$ cat src/rtl/eth_tx_pkg.sv
package eth_tx_pkg;

    typedef enum logic [2:0] {
        ST_IDLE,
        ST_PRE,
        ST_SFD,
        ST_DATA,
        ST_PAD,
        ST_FCS
    } tx_state_e;

    localparam logic [7:0]  PRE_BYTE      = 8'h55;
    localparam logic [7:0]  SFD_BYTE      = 8'hD5;
    localparam int          FCS_BYTES     = 4;
    localparam logic [31:0] CRC_INIT      = 32'hFFFF_FFFF;
    localparam logic [31:0] CRC_POLY_REFL = 32'hEDB8_8320;

    // Sequencer view of the frame slot currently being emitted
    typedef struct packed {
        tx_state_e  st;
        logic       hi;      // 0: low nibble, 1: high nibble
        logic [1:0] fcs_idx; // byte index within the FCS
    } tx_slot_t;

    // Advance a reflected CRC-32 by four data bits, LSB first
    function automatic logic [31:0] crc_step_nibble(input logic [31:0] crc,
                                                    input logic [3:0]  nib);
        logic [31:0] c;
        c = crc;
        for (int b = 0; b < 4; b++) begin
            if (c[0] ^ nib[b]) c = (c >> 1) ^ CRC_POLY_REFL;
            else               c = c >> 1;
        end
        return c;
    endfunction

endpackage

$ cat src/rtl/eth_tx_seq.sv
module eth_tx_seq
    import eth_tx_pkg::*;
#(
    parameter int ADDR_W    = 11,
    parameter int PRE_LEN   = 7,
    parameter int MIN_BYTES = 60
) (
    input  logic              clk,
    input  logic              rst,
    input  logic              start_ok,
    input  logic [ADDR_W-1:0] frame_len,
    input  logic              col,
    output tx_slot_t          slot,
    output logic [ADDR_W-1:0] pos,
    output logic              buf_rd,
    output logic              last,
    output logic              abort
);

    localparam logic [ADDR_W-1:0] PRE_LAST = ADDR_W'(PRE_LEN - 1);
    localparam logic [ADDR_W-1:0] MIN_LAST = ADDR_W'(MIN_BYTES - 1);
    localparam logic [ADDR_W-1:0] MIN_CNT  = ADDR_W'(MIN_BYTES);
    localparam logic [ADDR_W-1:0] FCS_LAST = ADDR_W'(FCS_BYTES - 1);

    tx_state_e         state_q, state_n;
    logic              hi_q, hi_n;
    logic [ADDR_W-1:0] cnt_q, cnt_n;
    logic [ADDR_W-1:0] len_q, len_n;
    logic              col_seen_q, col_seen_n;

    always_comb begin
        state_n    = state_q;
        hi_n       = hi_q;
        cnt_n      = cnt_q;
        len_n      = len_q;
        col_seen_n = col_seen_q;
        last       = 1'b0;
        abort      = 1'b0;
        if (state_q != ST_IDLE) begin
            hi_n = ~hi_q;
            if (hi_q) cnt_n = cnt_q + 1'b1;
        end
        case (state_q)
            ST_IDLE: begin
                if (start_ok) begin
                    state_n    = ST_PRE;
                    hi_n       = 1'b0;
                    cnt_n      = '0;
                    len_n      = frame_len;
                    col_seen_n = 1'b0;
                end
            end
            ST_PRE: begin
                if (col) col_seen_n = 1'b1;
                if (hi_q && cnt_q == PRE_LAST) begin
                    state_n = ST_SFD;
                    cnt_n   = '0;
                end
            end
            ST_SFD: begin
                if (col) col_seen_n = 1'b1;
                if (hi_q) begin
                    cnt_n = '0;
                    if (col_seen_q || col) begin
                        state_n = ST_IDLE;
                        last    = 1'b1;
                        abort   = 1'b1;
                    end else if (len_q == '0) begin
                        state_n = ST_PAD;
                    end else begin
                        state_n = ST_DATA;
                    end
                end
            end
            ST_DATA: begin
                if (hi_q && cnt_q == len_q - 1'b1) begin
                    if (len_q < MIN_CNT) begin
                        state_n = ST_PAD;
                    end else begin
                        state_n = ST_FCS;
                        cnt_n   = '0;
                    end
                end
            end
            ST_PAD: begin
                if (hi_q && cnt_q == MIN_LAST) begin
                    state_n = ST_FCS;
                    cnt_n   = '0;
                end
            end
            ST_FCS: begin
                if (hi_q && cnt_q == FCS_LAST) begin
                    state_n = ST_IDLE;
                    last    = 1'b1;
                end
            end
            default: state_n = ST_IDLE;
        endcase
    end

    always_ff @(posedge clk) begin
        if (rst) begin
            state_q    <= ST_IDLE;
            hi_q       <= 1'b0;
            cnt_q      <= '0;
            len_q      <= '0;
            col_seen_q <= 1'b0;
        end else begin
            state_q    <= state_n;
            hi_q       <= hi_n;
            cnt_q      <= cnt_n;
            len_q      <= len_n;
            col_seen_q <= col_seen_n;
        end
    end

    assign slot.st      = state_q;
    assign slot.hi      = hi_q;
    assign slot.fcs_idx = cnt_q[1:0];
    assign pos          = cnt_q;
    assign buf_rd       = (state_q == ST_DATA);

    // the latched length cannot move while a frame is in flight
    p_len_hold_r7: assert property (@(posedge clk) disable iff (rst)
        (state_q != ST_IDLE && $past(state_q) != ST_IDLE) |-> $stable(len_q));

    // the preamble never runs past its byte count
    p_pre_bound_r2: assert property (@(posedge clk) disable iff (rst)
        (state_q == ST_PRE) |-> (cnt_q < ADDR_W'(PRE_LEN)));

    // pad bytes only for short payloads, and only up to the minimum
    p_pad_short_r4: assert property (@(posedge clk) disable iff (rst)
        (state_q == ST_PAD) |-> (len_q < MIN_CNT && cnt_q < MIN_CNT));

endmodule

$ cat src/rtl/eth_tx_crc.sv
module eth_tx_crc
    import eth_tx_pkg::*;
(
    input  logic        clk,
    input  logic        rst,
    input  logic        clr,
    input  logic        en,
    input  logic [3:0]  nib,
    output logic [31:0] fcs
);

    logic [31:0] crc_q;

    always_ff @(posedge clk) begin
        if (rst || clr)  crc_q <= CRC_INIT;
        else if (en)     crc_q <= crc_step_nibble(crc_q, nib);
    end

    assign fcs = ~crc_q;

endmodule

$ cat src/rtl/eth_tx_emit.sv
module eth_tx_emit
    import eth_tx_pkg::*;
(
    input  tx_slot_t    slot,
    input  logic [7:0]  buf_data,
    input  logic [31:0] fcs,
    output logic [3:0]  nib,
    output logic        active,
    output logic        crc_en
);

    logic [7:0] cur_byte;

    always_comb begin
        case (slot.st)
            ST_PRE:  cur_byte = PRE_BYTE;
            ST_SFD:  cur_byte = SFD_BYTE;
            ST_DATA: cur_byte = buf_data;
            ST_FCS:  cur_byte = fcs[8*slot.fcs_idx +: 8];
            default: cur_byte = 8'h00;
        endcase
    end

    assign nib    = slot.hi ? cur_byte[7:4] : cur_byte[3:0];
    assign active = (slot.st != ST_IDLE);
    assign crc_en = (slot.st == ST_DATA) || (slot.st == ST_PAD);

endmodule

$ cat src/rtl/eth_tx_framer.sv
module eth_tx_framer
    import eth_tx_pkg::*;
#(
    parameter int ADDR_W    = 11,
    parameter int PRE_LEN   = 7,
    parameter int MIN_BYTES = 60
) (
    input  logic              clk,
    input  logic              rst,
    input  logic              start,
    input  logic [ADDR_W-1:0] frame_len,
    output logic              buf_rd,
    output logic [ADDR_W-1:0] buf_addr,
    input  logic [7:0]        buf_data,
    input  logic              col,
    output logic [3:0]        txd,
    output logic              tx_en,
    output logic              busy,
    output logic              done_irq,
    output logic              col_flag
);

    tx_slot_t    slot;
    logic        start_ok;
    logic        last, abort;
    logic        last_q, abort_q;
    logic [3:0]  nib;
    logic        active, crc_en;
    logic [31:0] fcs;
    logic        busy_q, done_q, col_flag_q;
    logic [3:0]  txd_q;
    logic        tx_en_q;

    assign start_ok = start && !busy_q;

    eth_tx_seq #(
        .ADDR_W   (ADDR_W),
        .PRE_LEN  (PRE_LEN),
        .MIN_BYTES(MIN_BYTES)
    ) u_seq (
        .clk      (clk),
        .rst      (rst),
        .start_ok (start_ok),
        .frame_len(frame_len),
        .col      (col),
        .slot     (slot),
        .pos      (buf_addr),
        .buf_rd   (buf_rd),
        .last     (last),
        .abort    (abort)
    );

    eth_tx_emit u_emit (
        .slot    (slot),
        .buf_data(buf_data),
        .fcs     (fcs),
        .nib     (nib),
        .active  (active),
        .crc_en  (crc_en)
    );

    eth_tx_crc u_crc (
        .clk(clk),
        .rst(rst),
        .clr(start_ok),
        .en (crc_en),
        .nib(nib),
        .fcs(fcs)
    );

    // Output stage: one register between the sequencer and the PHY pins
    always_ff @(posedge clk) begin
        if (rst) begin
            txd_q      <= '0;
            tx_en_q    <= 1'b0;
            last_q     <= 1'b0;
            abort_q    <= 1'b0;
            done_q     <= 1'b0;
            busy_q     <= 1'b0;
            col_flag_q <= 1'b0;
        end else begin
            txd_q   <= active ? nib : 4'h0;
            tx_en_q <= active;
            last_q  <= last;
            abort_q <= abort;
            done_q  <= last_q;
            if (start_ok)    busy_q <= 1'b1;
            else if (last_q) busy_q <= 1'b0;
            if (start_ok)    col_flag_q <= 1'b0;
            else if (last_q) col_flag_q <= abort_q;
        end
    end

    assign txd      = txd_q;
    assign tx_en    = tx_en_q;
    assign busy     = busy_q;
    assign done_irq = done_q;
    assign col_flag = col_flag_q;

    // nothing leaves toward the PHY unless a frame is in progress
    p_en_in_busy_r6: assert property (@(posedge clk) disable iff (rst)
        tx_en |-> busy);

    // completion is a single-cycle pulse
    p_done_pulse_r6: assert property (@(posedge clk) disable iff (rst)
        done_irq |=> !done_irq);

    // at completion the interface is quiet and the busy bit is clear
    p_done_quiet_r6: assert property (@(posedge clk) disable iff (rst)
        done_irq |-> (!busy && !tx_en));

    // the first nibble on the wire is never fetched from the buffer
    p_hdr_no_read_r3: assert property (@(posedge clk) disable iff (rst)
        $rose(tx_en) |-> !buf_rd);

    // a collision flag only appears together with completion
    p_colflag_at_done_r8: assert property (@(posedge clk) disable iff (rst)
        $rose(col_flag) |-> done_irq);

endmodule

$ cat config.mk
export PLATFORM = sky130hd
export DESIGN_NAME = eth_tx_framer
export DESIGN_NICKNAME = d
export VERILOG_FILES = /design/src/rtl/eth_tx_pkg.sv /design/src/rtl/eth_tx_seq.sv /design/src/rtl/eth_tx_crc.sv /design/src/rtl/eth_tx_emit.sv /design/src/rtl/eth_tx_framer.sv
export SDC_FILE = /design/constraint.sdc
export NUM_CORES = 1
export LEC_CHECK = 0
export BUFFER_PORTS_ARGS = -buffer_cell sky130_fd_sc_hd__buf_4
export CORE_MARGIN = 2
export CORE_UTILIZATION = 57
export CTS_CLUSTER_DIAMETER = 40
export DETAILED_ROUTE_END_ITERATION = 7
export PLACE_DENSITY = 0.87
export SLEW_MARGIN = 20
export SYNTH_ARGS = -nofsm -noshare
export SYNTH_HDL_FRONTEND = slang
export SYNTH_HIERARCHICAL = 1
export SYNTH_SLANG_ARGS = --single-unit
$ cat constraint.sdc
create_clock -name clk -period 3.6 [get_ports clk]
set_input_delay 0.72 -clock clk [delete_from_list [all_inputs] [get_ports clk]]
set_output_delay 0.72 -clock clk [all_outputs]
set_load 0.02 [all_outputs]
==> metrics <==
status=completed; CTS HTree Levels=3; clk slew on worst S/H paths=0.08 ns; Wirelength per Cell=17.0 µm; DR vias=3921; Critical Path RT=3.87 ns; Top FF cell, synth=dfxtp_1; Final Util=0.670; Slew headroom=0.420; # fillers=548; top layer used by detailed routing=met4; nets=565; Cell Area, Synth=4290 µm²; Crit. End Element=flip-flop; Port Buf Inserts=42; Peak VDD IR=301 µV; Pleak=2.12 nW; dpl cells=626; FF+latch count, synth=69; die area=8230 µm²; Remaining Overflow, GRT=0; clock tree buffer depth=2; Worst Skew=0.00833 ns; Syn Area/Cell=8.36 µm²; Ys Warns=6; HP Start=u_crc/crc_q[30]; pwr dens=740 nW/µm²; CP Max Fanout=26; sequential fraction of the synthesis area=0.322; first-pass GRT wire length=17800 µm; DIE WIDTH=90.7 µm; Total Wirelength=10900 µm; Die Ht=90.7 µm; Final Power=3.59 mW; Final Worst Setup Slack=0.603 ns; RSZ-0062 raised after global routing=false; Iter 0 DRT Violations=401; post-route cell area=4860 µm²; # resized after CTS=0; Core Footprint=7250 µm²; DP Area=4600 µm²; critical path class=flip-flop to flip-flop; hold buffers post-CTS=0; crit start category=flip-flop; Vias per Instance=6.11; Slew @ Worst Pin=0.868 ns; initial antenna violation count=0; routability congestion estimate from global placement=0.915; Overall Global Routing Usage=0.268; Final Critical Period=3.00 ns; CP startpoint=u_seq/state_q[0]; number of detailed-route iterations in the first pass=5; worst hold path class=flip-flop to flip-flop; Tcrit/Tclk final=0.832; largest net degree at the start of global routing=37; ys async rst share=0; Fin Setup TNS=0 ns; Non-Filler Instances=642; WHS=0.483 ns; Max Fclk=334 MHz; Initial Utilization=0.591; number of flops mapped to enable cells by yosys=0; CP arrival=3.26 ns; # diodes=0; post-synthesis cell type count=64; fraction of layout cells with a size suffix above 1=0.158; Place WS=0.714 ns; vias in the first global route=3613; DRC viols=0; number of CTS-inserted buffers=9; final setup vio count=0; Worst-Skew Late Latency=0.35 ns; final hold viol count=0; row count=31; Sink Count=69; boundary pin count=43; clk root buf=clkbuf_8; max-cap violations=0; Slew Limit Fails=0; postcts setup bufs=0; Cells after Synth=513; DP HPWL=7330 µm; syn_nets=540; remaining antenna violation count after routing=0; met2 wire len=5140 µm; Area Growth Syn to Fin=13.3%; met1 WL=4670 µm; CTS tree=yes; R2R Path Start=u_seq/state_q[0]; Met3 Wirelength=923 µm
worst max-delay path, cell delays in order, from the launching register on:
cell and delay (ns):
dfxtp_1 0.86, nand2_1 0.23, a211oi_1 0.37, o21ai_1 0.19, xnor2_2 0.51, xnor2_2 0.29
xnor3_1 0.28, o21ai_0 0.17
cell usage in the layout, fill, tap and decap left out, drive strengths merged, types with 3 or more instances in the layout:
cell type / count
nor2: 20
or3: 5
clkbuf: 11
nor2b: 11
xnor3: 7
xnor2: 36
o211ai: 15
nor4: 10
nand3: 16
ha: 4
inv: 44
and2b: 3
a31oi: 7
dfxtp: 69
xor2: 6
nand2: 60
o22ai: 4
nand4: 8
a21oi: 39
mux2i: 8
or2: 3
bufinv: 3
a211oi: 6
o21ai: 27
mux4: 5
buf: 47
nor3: 13
and2: 10
and3: 6
nand2b: 7
o311a: 3
flip-flops by register name, indices dropped and copies added, names as in the netlist, 3 cells and up:
name / flops
u_crc/crc_q: 32
u_seq/len_q: 11
u_seq/pos: 11
txd: 4
u_seq/state_q: 3
per-layer routing:
metal  vias up  GRT usage
met4         0      0.105
met1      1857      0.371
met5         -          0
li1       1836          -
met2       214      0.415
met3        14     0.0459
final timing paths:
| check | cells past startpoint | end | slack (ns) |
|---|---|---|---|
| worst max-delay path | 7 | u_crc/crc_q[27] | 0.60 |
| worst min register to register | 1 | u_crc/crc_q[30] | 0.48 |
| worst max register to register | 7 | u_crc/crc_q[27] | 0.60 |
| worst min-delay path | 1 | u_crc/crc_q[30] | 0.48 |
logic make-up after synthesis:
group,after synthesis,share of synthesized area
and+or+nand+nor,179,0.216
AOI/OAI and AO/OA,122,0.182
buffers and inverters,77,0.0776
DFF,69,0.322
xor gates and xnor gates,49,0.143
muxes,13,0.0476
adders and majority gates,4,0.0117
where the power goes:
| group | leakage, nW | switching [mW] | total [mW] | internal (mW) |
|---|---|---|---|---|
| registers | 0.560 | 0.173 | 1.04 | 0.865 |
| clock network | 0.126 | 0.302 | 0.801 | 0.499 |
| logic | 1.43 | 0.952 | 1.75 | 0.803 |
| total | 2.12 | 1.43 | 3.59 | 2.17 |
area by class of cell:
type	instances	area, µm²	area share
timing repair buffer	47	353	0.0726
clock buffer	11	151	0.0312
sequential	69	1380	0.284
inverter	44	165	0.0340
tap	99	124	0.0255
multi-input combinational	367	2580	0.530
clock inverter	5	106	0.0219
Yosys cell counts, types with 5 or more instances:
| master | number | area, µm² |
|---|---|---|
| dfxtp_1 | 69 | 1380 |
| nand2_1 | 60 | 225 |
| inv_1 | 44 | 165 |
| a21oi_1 | 39 | 195 |
| xnor2_1 | 29 | 254 |
| o21ai_0 | 24 | 120 |
| clkbuf_1 | 22 | 82.6 |
| nor2_1 | 20 | 75.1 |
| nand3_1 | 16 | 80.1 |
| o211ai_1 | 15 | 113 |
| nor3_1 | 12 | 60.1 |
| and2_1 | 10 | 62.6 |
| nor2b_1 | 9 | 56.3 |
| nor4_1 | 9 | 56.3 |
| mux2i_1 | 8 | 80.1 |
| nand4_1 | 8 | 50.1 |
| a31oi_1 | 7 | 43.8 |
| nand2b_1 | 7 | 43.8 |
| xnor3_1 | 7 | 158 |
| and3_1 | 6 | 37.5 |
| xor2_1 | 6 | 52.6 |
| a211oi_1 | 5 | 37.5 |
| or3_1 | 5 | 31.3 |
No activity file was read; power rests on OpenSTA's default activity.
